## src/rtl/ctr_chain_pkg.sv

```systemverilog
package ctr_chain_pkg;
  localparam int NIB_W = 4;

  typedef enum logic [1:0] {
    OP_CLEAR = 2'd0,
    OP_LOAD  = 2'd1,
    OP_STEP  = 2'd2,
    OP_HOLD  = 2'd3
  } stage_op_e;
endpackage

```

## src/rtl/ctr_op_decode.sv

```systemverilog
module ctr_op_decode
  import ctr_chain_pkg::*;
(
  input  logic      sclr_n,
  input  logic      preset_n,
  input  logic      cnt_en,
  input  logic      chain_en,
  output stage_op_e op
);
  // Fixed priority: clear, then preset, then advance, else hold.
  always_comb begin
    if (!sclr_n)                 op = OP_CLEAR;
    else if (!preset_n)          op = OP_LOAD;
    else if (cnt_en && chain_en) op = OP_STEP;
    else                         op = OP_HOLD;
  end
endmodule

```

## src/rtl/ctr_nibble.sv

```systemverilog
module ctr_nibble
  import ctr_chain_pkg::*;
#(
  parameter int W = NIB_W
) (
  input  logic         clk,
  input  logic         sclr_n,
  input  logic         preset_n,
  input  logic         cnt_en,
  input  logic         chain_en,
  input  logic [W-1:0] pre_val,
  output logic [W-1:0] count,
  output logic         carry_out
);
  stage_op_e    op;
  logic [W-1:0] q;
  logic         armed;

  ctr_op_decode u_dec (
    .sclr_n  (sclr_n),
    .preset_n(preset_n),
    .cnt_en  (cnt_en),
    .chain_en(chain_en),
    .op      (op)
  );

  always_ff @(posedge clk) begin
    unique case (op)
      OP_CLEAR: q <= '0;
      OP_LOAD:  q <= pre_val;
      OP_STEP:  q <= q + W'(1);
      default:  q <= q;
    endcase
  end

  // Set by the first clear; gates the checks until state is known.
  always_ff @(posedge clk) begin
    if (!sclr_n) armed <= 1'b1;
  end

  assign count     = q;
  assign carry_out = (&q) & chain_en;

  a_r1_clear: assert property (@(posedge clk) disable iff (!armed)
    !sclr_n |=> (count == '0));
  a_r2_load: assert property (@(posedge clk) disable iff (!armed)
    (sclr_n && !preset_n) |=> (count == $past(pre_val)));
  a_r3_step: assert property (@(posedge clk) disable iff (!armed)
    (sclr_n && preset_n && cnt_en && chain_en) |=> (count == W'($past(count) + W'(1))));
  a_r4_hold: assert property (@(posedge clk) disable iff (!armed)
    (sclr_n && preset_n && !(cnt_en && chain_en)) |=> $stable(count));
endmodule

```

## src/rtl/ctr_cascade.sv

```systemverilog
module ctr_cascade
  import ctr_chain_pkg::*;
#(
  parameter int STAGES = 4
) (
  input  logic                     clk,
  input  logic                     sclr_n,
  input  logic                     preset_n,
  input  logic                     cnt_en,
  input  logic                     chain_en,
  input  logic [NIB_W*STAGES-1:0]  pre_val,
  output logic [NIB_W*STAGES-1:0]  count,
  output logic                     carry_out
);
  localparam int TOTAL_W = NIB_W * STAGES;

  logic [STAGES:0] link;
  logic            armed;

  assign link[0] = chain_en;

  for (genvar k = 0; k < STAGES; k++) begin : g_stage
    ctr_nibble #(.W(NIB_W)) u_nib (
      .clk      (clk),
      .sclr_n   (sclr_n),
      .preset_n (preset_n),
      .cnt_en   (cnt_en),
      .chain_en (link[k]),
      .pre_val  (pre_val[NIB_W*k +: NIB_W]),
      .count    (count[NIB_W*k +: NIB_W]),
      .carry_out(link[k+1])
    );

    if (k > 0) begin : g_ripple
      a_r7_ripple: assert property (@(posedge clk) disable iff (!armed)
        (sclr_n && preset_n && !(&count[NIB_W*k-1:0]))
        |=> $stable(count[NIB_W*k +: NIB_W]));
    end
  end

  assign carry_out = link[STAGES];

  always_ff @(posedge clk) begin
    if (!sclr_n) armed <= 1'b1;
  end

  a_r5_wrap: assert property (@(posedge clk) disable iff (!armed)
    (sclr_n && preset_n && cnt_en && chain_en && (&count)) |=> (count == '0));

  always_comb begin
    if (armed) begin
      a_r6_carry: assert (carry_out == ((count == {TOTAL_W{1'b1}}) && chain_en));
    end
  end
endmodule

```

## config.mk

```make
export PLATFORM = sky130hd
export DESIGN_NAME = ctr_cascade
export DESIGN_NICKNAME = d
export VERILOG_FILES = /design/src/rtl/ctr_chain_pkg.sv /design/src/rtl/ctr_op_decode.sv /design/src/rtl/ctr_nibble.sv /design/src/rtl/ctr_cascade.sv
export SDC_FILE = /design/constraint.sdc
export NUM_CORES = 1
export LEC_CHECK = 0
export CORE_ASPECT_RATIO = 0.9
export CORE_MARGIN = 5
export CORE_UTILIZATION = 60
export CTS_CLUSTER_SIZE = 16
export DETAILED_ROUTE_END_ITERATION = 7
export DONT_BUFFER_PORTS = 1
export PLACE_DENSITY = 0.78
export SYNTH_ARGS = -nofsm -noshare
export SYNTH_HDL_FRONTEND = slang
export SYNTH_HIERARCHICAL = 1
export SYNTH_SLANG_ARGS = --single-unit
export TNS_END_PERCENT = 20
```

## constraint.sdc

```tcl
create_clock -name clk -period 6.4 [get_ports clk]
set_input_delay 0 -clock clk [delete_from_list [all_inputs] [get_ports clk]]
set_output_delay 0 -clock clk [all_outputs]
set_load 0.05 [all_outputs]
```

Yosys cells after proc, flatten, opt, wreduce, memory -nomap -nowiden --
Cells that the tools add are included.
Word-level totals: bits in registers 16, input port bits 21, output and inout port bits 17, word-level logic and storage cells 52
Operators by class: add/sub/neg operators 4, equality and inequality tests 8, muxes and demuxes 16, bitwise logic cells 4, reduce and logical (&&, ||, !) cells 16
Operators by type and width (number):
- 4-bit one-hot mux with 3 select lines | 4
- 4-bit by 1-bit adder with 4-bit output (second input constant) | 4
- 2-bit 2-to-1 mux | 8
- 4-bit AND reduction | 4
- 3-bit nonzero test | 4
- 2-bit by 1-bit == test with 1-bit output (second input constant) | 4
- 2-bit == test (second input constant) | 4
- 2-bit logical NOT | 4
- 1-bit bitwise AND | 4
- 1-bit logical AND | 4
- 1-bit 2-to-1 mux | 4

Depth between registers and ports, before layout --
depth after elaboration 10, depth in mapped cells 9, depth with buffers taken out 9

Cells and area by module --
Netlist, hierarchy kept.
By module, submodules not included:
- ctr_nibble | instances 4, cells an instance 25, area each 275.3 um2, seq. area each 120.1 um2
- ctr_op_decode | instances 4, cells an instance 3, area each 17.5 um2, seq. area each 0.0 um2

Least setup slack after synthesis --
OpenSTA, ideal clock, no wires.
path kind register -> register, start register g_stage[0].u_nib.q[0], end register g_stage[3].u_nib.q[3] (data pin), setup time 158 ps, arrival time 2638 ps, data required time 6242 ps, slack 3604 ps, stages on the path, launching flop included 10, path buffers 0, clock period less this slack 2796 ps, path through edfxtp_1 ha_1 and4_1 and4_1 and4_1 a31oi_1 inv_1 ha_1 or3b_1 o211ai_1
Between the ends: longest elaborated chain between the ends 10, elaborated cells between the ends (all ways) 12, those cells by class eq/ne: 2; mux: 4; bitwise: 3; reduce/logical: 3
Ends and longest elaborated chain:
- start, declared | RTL line ctr_nibble.sv:16 | logic [W-1:0] q;
- start signal, assigned | RTL line ctr_nibble.sv:30 | OP_LOAD: q <= pre_val;
- start signal, assigned | RTL line ctr_nibble.sv:31 | OP_STEP: q <= q + W'(1);
- start signal, assigned | RTL line ctr_nibble.sv:32 | default: q <= q;
- 4-bit AND reduction (*) | RTL line ctr_nibble.sv:42 | assign carry_out = (&q) & chain_en;
- 1-bit bitwise AND (*) | RTL line ctr_nibble.sv:42
- named net link[1] | RTL line ctr_cascade.sv:17 | logic [STAGES:0] link;
- 1-bit bitwise AND (*) | RTL line ctr_nibble.sv:42
- named net link[2] | RTL line ctr_cascade.sv:17
- 1-bit bitwise AND (*) | RTL line ctr_nibble.sv:42
- named net link[3] | RTL line ctr_cascade.sv:17
- 1-bit logical AND (*) | RTL line ctr_op_decode.sv:14 | else if (cnt_en && chain_en) op = OP_STEP;
- 1-bit 2-to-1 mux (*) | RTL line ctr_op_decode.sv:14
- 2-bit 2-to-1 mux (*) | RTL line ctr_op_decode.sv:13 | else if (!preset_n) op = OP_LOAD;
- 2-bit 2-to-1 mux (*) | RTL line ctr_op_decode.sv:12 | if (!sclr_n) op = OP_CLEAR;
- named net g_stage[3].u_nib.op[0] | RTL line ctr_nibble.sv:15 | stage_op_e op;
- 2-bit == test, or another cell as far along | RTL line ctr_nibble.sv:28 | unique case (op)
- 4-bit one-hot mux with 3 select lines (*) | RTL line ctr_nibble.sv:28
- end signal, assigned | RTL line ctr_nibble.sv:30
- end signal, assigned | RTL line ctr_nibble.sv:31
- end signal, assigned | RTL line ctr_nibble.sv:32
- end, declared | RTL line ctr_nibble.sv:16
Mark *: on every way through the listed nets, which the timed path passes. The rest lies on a longest branch. A chain may end at the register's enable or synchronous reset.

Worst setup path in the final report --
Ends and elaborated chain as after synthesis.

==> summary.txt <==
Status
  • Outcome: finished clean

Floorplanning
  • IO Pins: 38
  • Die Footprint: 2940 sq um
  • Die Height: 51.9 um
  • Core area: 1900 sq um
  • Initial Util: 61.8%
  • Die Span X: 56.6 um
  • Row count: 15

Drt
  • Initial DRC count: 25
  • Via density: 5.73
  • Met3 wire len: 166 um
  • Total number of vias: 900
  • Post-route DRC: 0
  • Detailed Route WL: 2.68 mm
  • Routed Antenna Nets: 0
  • Pre-antenna DRT Iters: 4
  • Wire per inst: 17.1 um
  • WL met1: 1.09 mm
  • Top sig layer: met4
  • WL met2: 1.39 mm

Layout
  • N_diodes: 0
  • Final Util: 73.3%
  • Max reg flops: 16
  • Most frequent cells in the layout: inv_1, ha_1, edfxtp_1, dlygate4sd3_1
  • Final net count: 170
  • Finished Layout Cells: 157
  • Share of layout cells above drive strength 1: 5.30%
  • Area Overhead vs Synth: 18.6%
  • Filler cells: 136
  • Finished Cell Area: 1390 sq um

Power
  • Power density over the cells: 190 nW/um^2
  • VDD IR-drop max: 0.000115 V
  • Pleak: 0.000595 uW

Global routing
  • Vias in the first global route: 972
  • Initial antenna violation count: 0
  • GRT Residual Overflow: 0
  • GRT Resource Usage Total: 18.6%
  • Largest net degree at the start of global routing: 10
  • First-pass GRT wire length: 4.21 mm

Synthesis
  • Syn_area_per_cell: 10.5 sq um
  • Ys Warns: 6
  • Sequential fraction of the synthesis area: 41.0%
  • Syn Nets: 149
  • Synth Register Bits: 16
  • Netlist Area Pre-Place: 1170 sq um
  • Unique masters post-synth: 17
  • Cell count after synthesis: 112

STA
  • Setup-failing EPs final: 0
  • Minimum clock period: 3080 ps
  • RSZ-0062 raised after global routing: no
  • Hold Fails Final Rpt: 0
  • Final worst-path cycle share: 48.1%
  • Final Skew: 4.61 ps
  • Fmax: 325 MHz
  • Slew Limit Fails: 0
  • Setup TNS: 0 ps
  • Relative slew slack: 61.1%
  • Worst slew pin tran: 584 ps

Worst setup path
  • Crit path required time: 6520 ps
  • Data arrival, critical path: 3200 ps
  • Crit path kind: reg2reg
  • Max Fanout on Critical Path: 6
  • Startpoint types: register
  • Crit end category: register

Placement
  • Final Wtd Congestion: 0.809
  • IO buf count: 0
  • Post-DP Area: 1200 sq um
  • Inst Count DP: 137
  • Dpl hpwl: 1.97 mm

Clock network
  • Total CTS buffers: 3
  • Clk_lat worst skew: 280 ps
  • Resized cells post-CTS: 0
  • Clk sinks: 16
  • Post-CTS Setup Inserts: 0
  • Hold-fix buffers, CTS: 16
  • CTS clk-pin slew, worst paths: 100 ps
  • Clk buf depth: 2
  • Root buffer cell: clkbuf_4
  • CTS tree: built
  • H-tree levels: 1

Hold path
  • Worst hold-check path type: in2reg

Job
  • Max Cap Violations: 0
==> metal layers <==
layer,vias up,global-route usage [%]
met5,-,0
met4,0,7.91
met3,4,4.71
met2,29,35.4
met1,418,19.4
li1,449,-
==> metrics by stage <==
step	power, uW	hold slack (ps)	setup slack (ps)
after global placement	201	250	3520
after global routing	278	268	3230
after detailed placement	203	257	3380
final	264	255	3320
after floorplan	193	245	3600
after CTS	266	236	3350
==> final timing paths <==
kind                            depth (start not counted)                                  end  slack (ps)                           startpoint
worst max register to register                          9  g_stage[3].u_nib/count[3]$_DFFE_PP_        3320  g_stage[0].u_nib/count[0]$_DFFE_PP_
worst min-delay path                                    3  g_stage[3].u_nib/count[3]$_DFFE_PP_         260                               sclr_n
worst min register to register                          2  g_stage[0].u_nib/count[3]$_DFFE_PP_        1050  g_stage[0].u_nib/count[3]$_DFFE_PP_
worst max-delay path                                    9  g_stage[3].u_nib/count[3]$_DFFE_PP_        3320  g_stage[0].u_nib/count[0]$_DFFE_PP_
==> cell usage after synthesis <==
cell / instances / area [sq um]
a21oi_1: 4 / 20.0
a22oi_1: 8 / 60.1
a31oi_1: 4 / 25.0
and2_2: 4 / 30.0
and4_1: 4 / 35.0
edfxtp_1: 16 / 480
ha_1: 16 / 200
inv_1: 16 / 60.1
nand2_1: 4 / 15.0
nand3_1: 4 / 20.0
nand3b_1: 4 / 30.0
nand4b_1: 4 / 35.0
nor2_1: 8 / 30.0
o211ai_1: 4 / 30.0
or2b_1: 4 / 30.0
or3b_1: 4 / 35.0
xor2_1: 4 / 35.0
==> where the power goes <==
group / internal [uW] / leakage [uW] / switching (uW) / total (uW)
clock: 22.6 / 0.0000154 / 31.7 / 54.3
combinational: 22.0 / 0.000395 / 20.5 / 42.5
sequential: 126 / 0.000184 / 41.1 / 167
==> cell families (layout without fill, tap and decap cells) <==
logic type	Yosys count	after routing	synth area share [%]
simple gates	40	40	22.2
buf+inv	16	36	5.13
fa+ha+maj	16	16	17.1
xor+xnor	4	4	2.99
flops	16	16	41.0
compound gates	20	20	11.5
==> layout make-up <==
| class | count | area (sq um) | area share, % |
|---|---|---|---|
| well taps | 25 | 31.3 | 2.25 |
| inverters | 16 | 60.1 | 4.32 |
| flip-flops and latches | 16 | 480 | 34.6 |
| clock inverters | 1 | 3.75 | 0.270 |
| clock buffers | 3 | 22.5 | 1.62 |
| repair buffers | 16 | 160 | 11.5 |
| multi-input cells | 80 | 631 | 45.4 |
==> worst max-delay path: stages, from the launching register on <==
cell      delay [ps]
edfxtp_1         650
ha_1             340
and4_1           210
and4_1           220
and4_1           210
a31oi_1          240
inv_1             80
ha_1             370
or3b_1           390
o211ai_1         200
(Power assumes the default switching activity.)
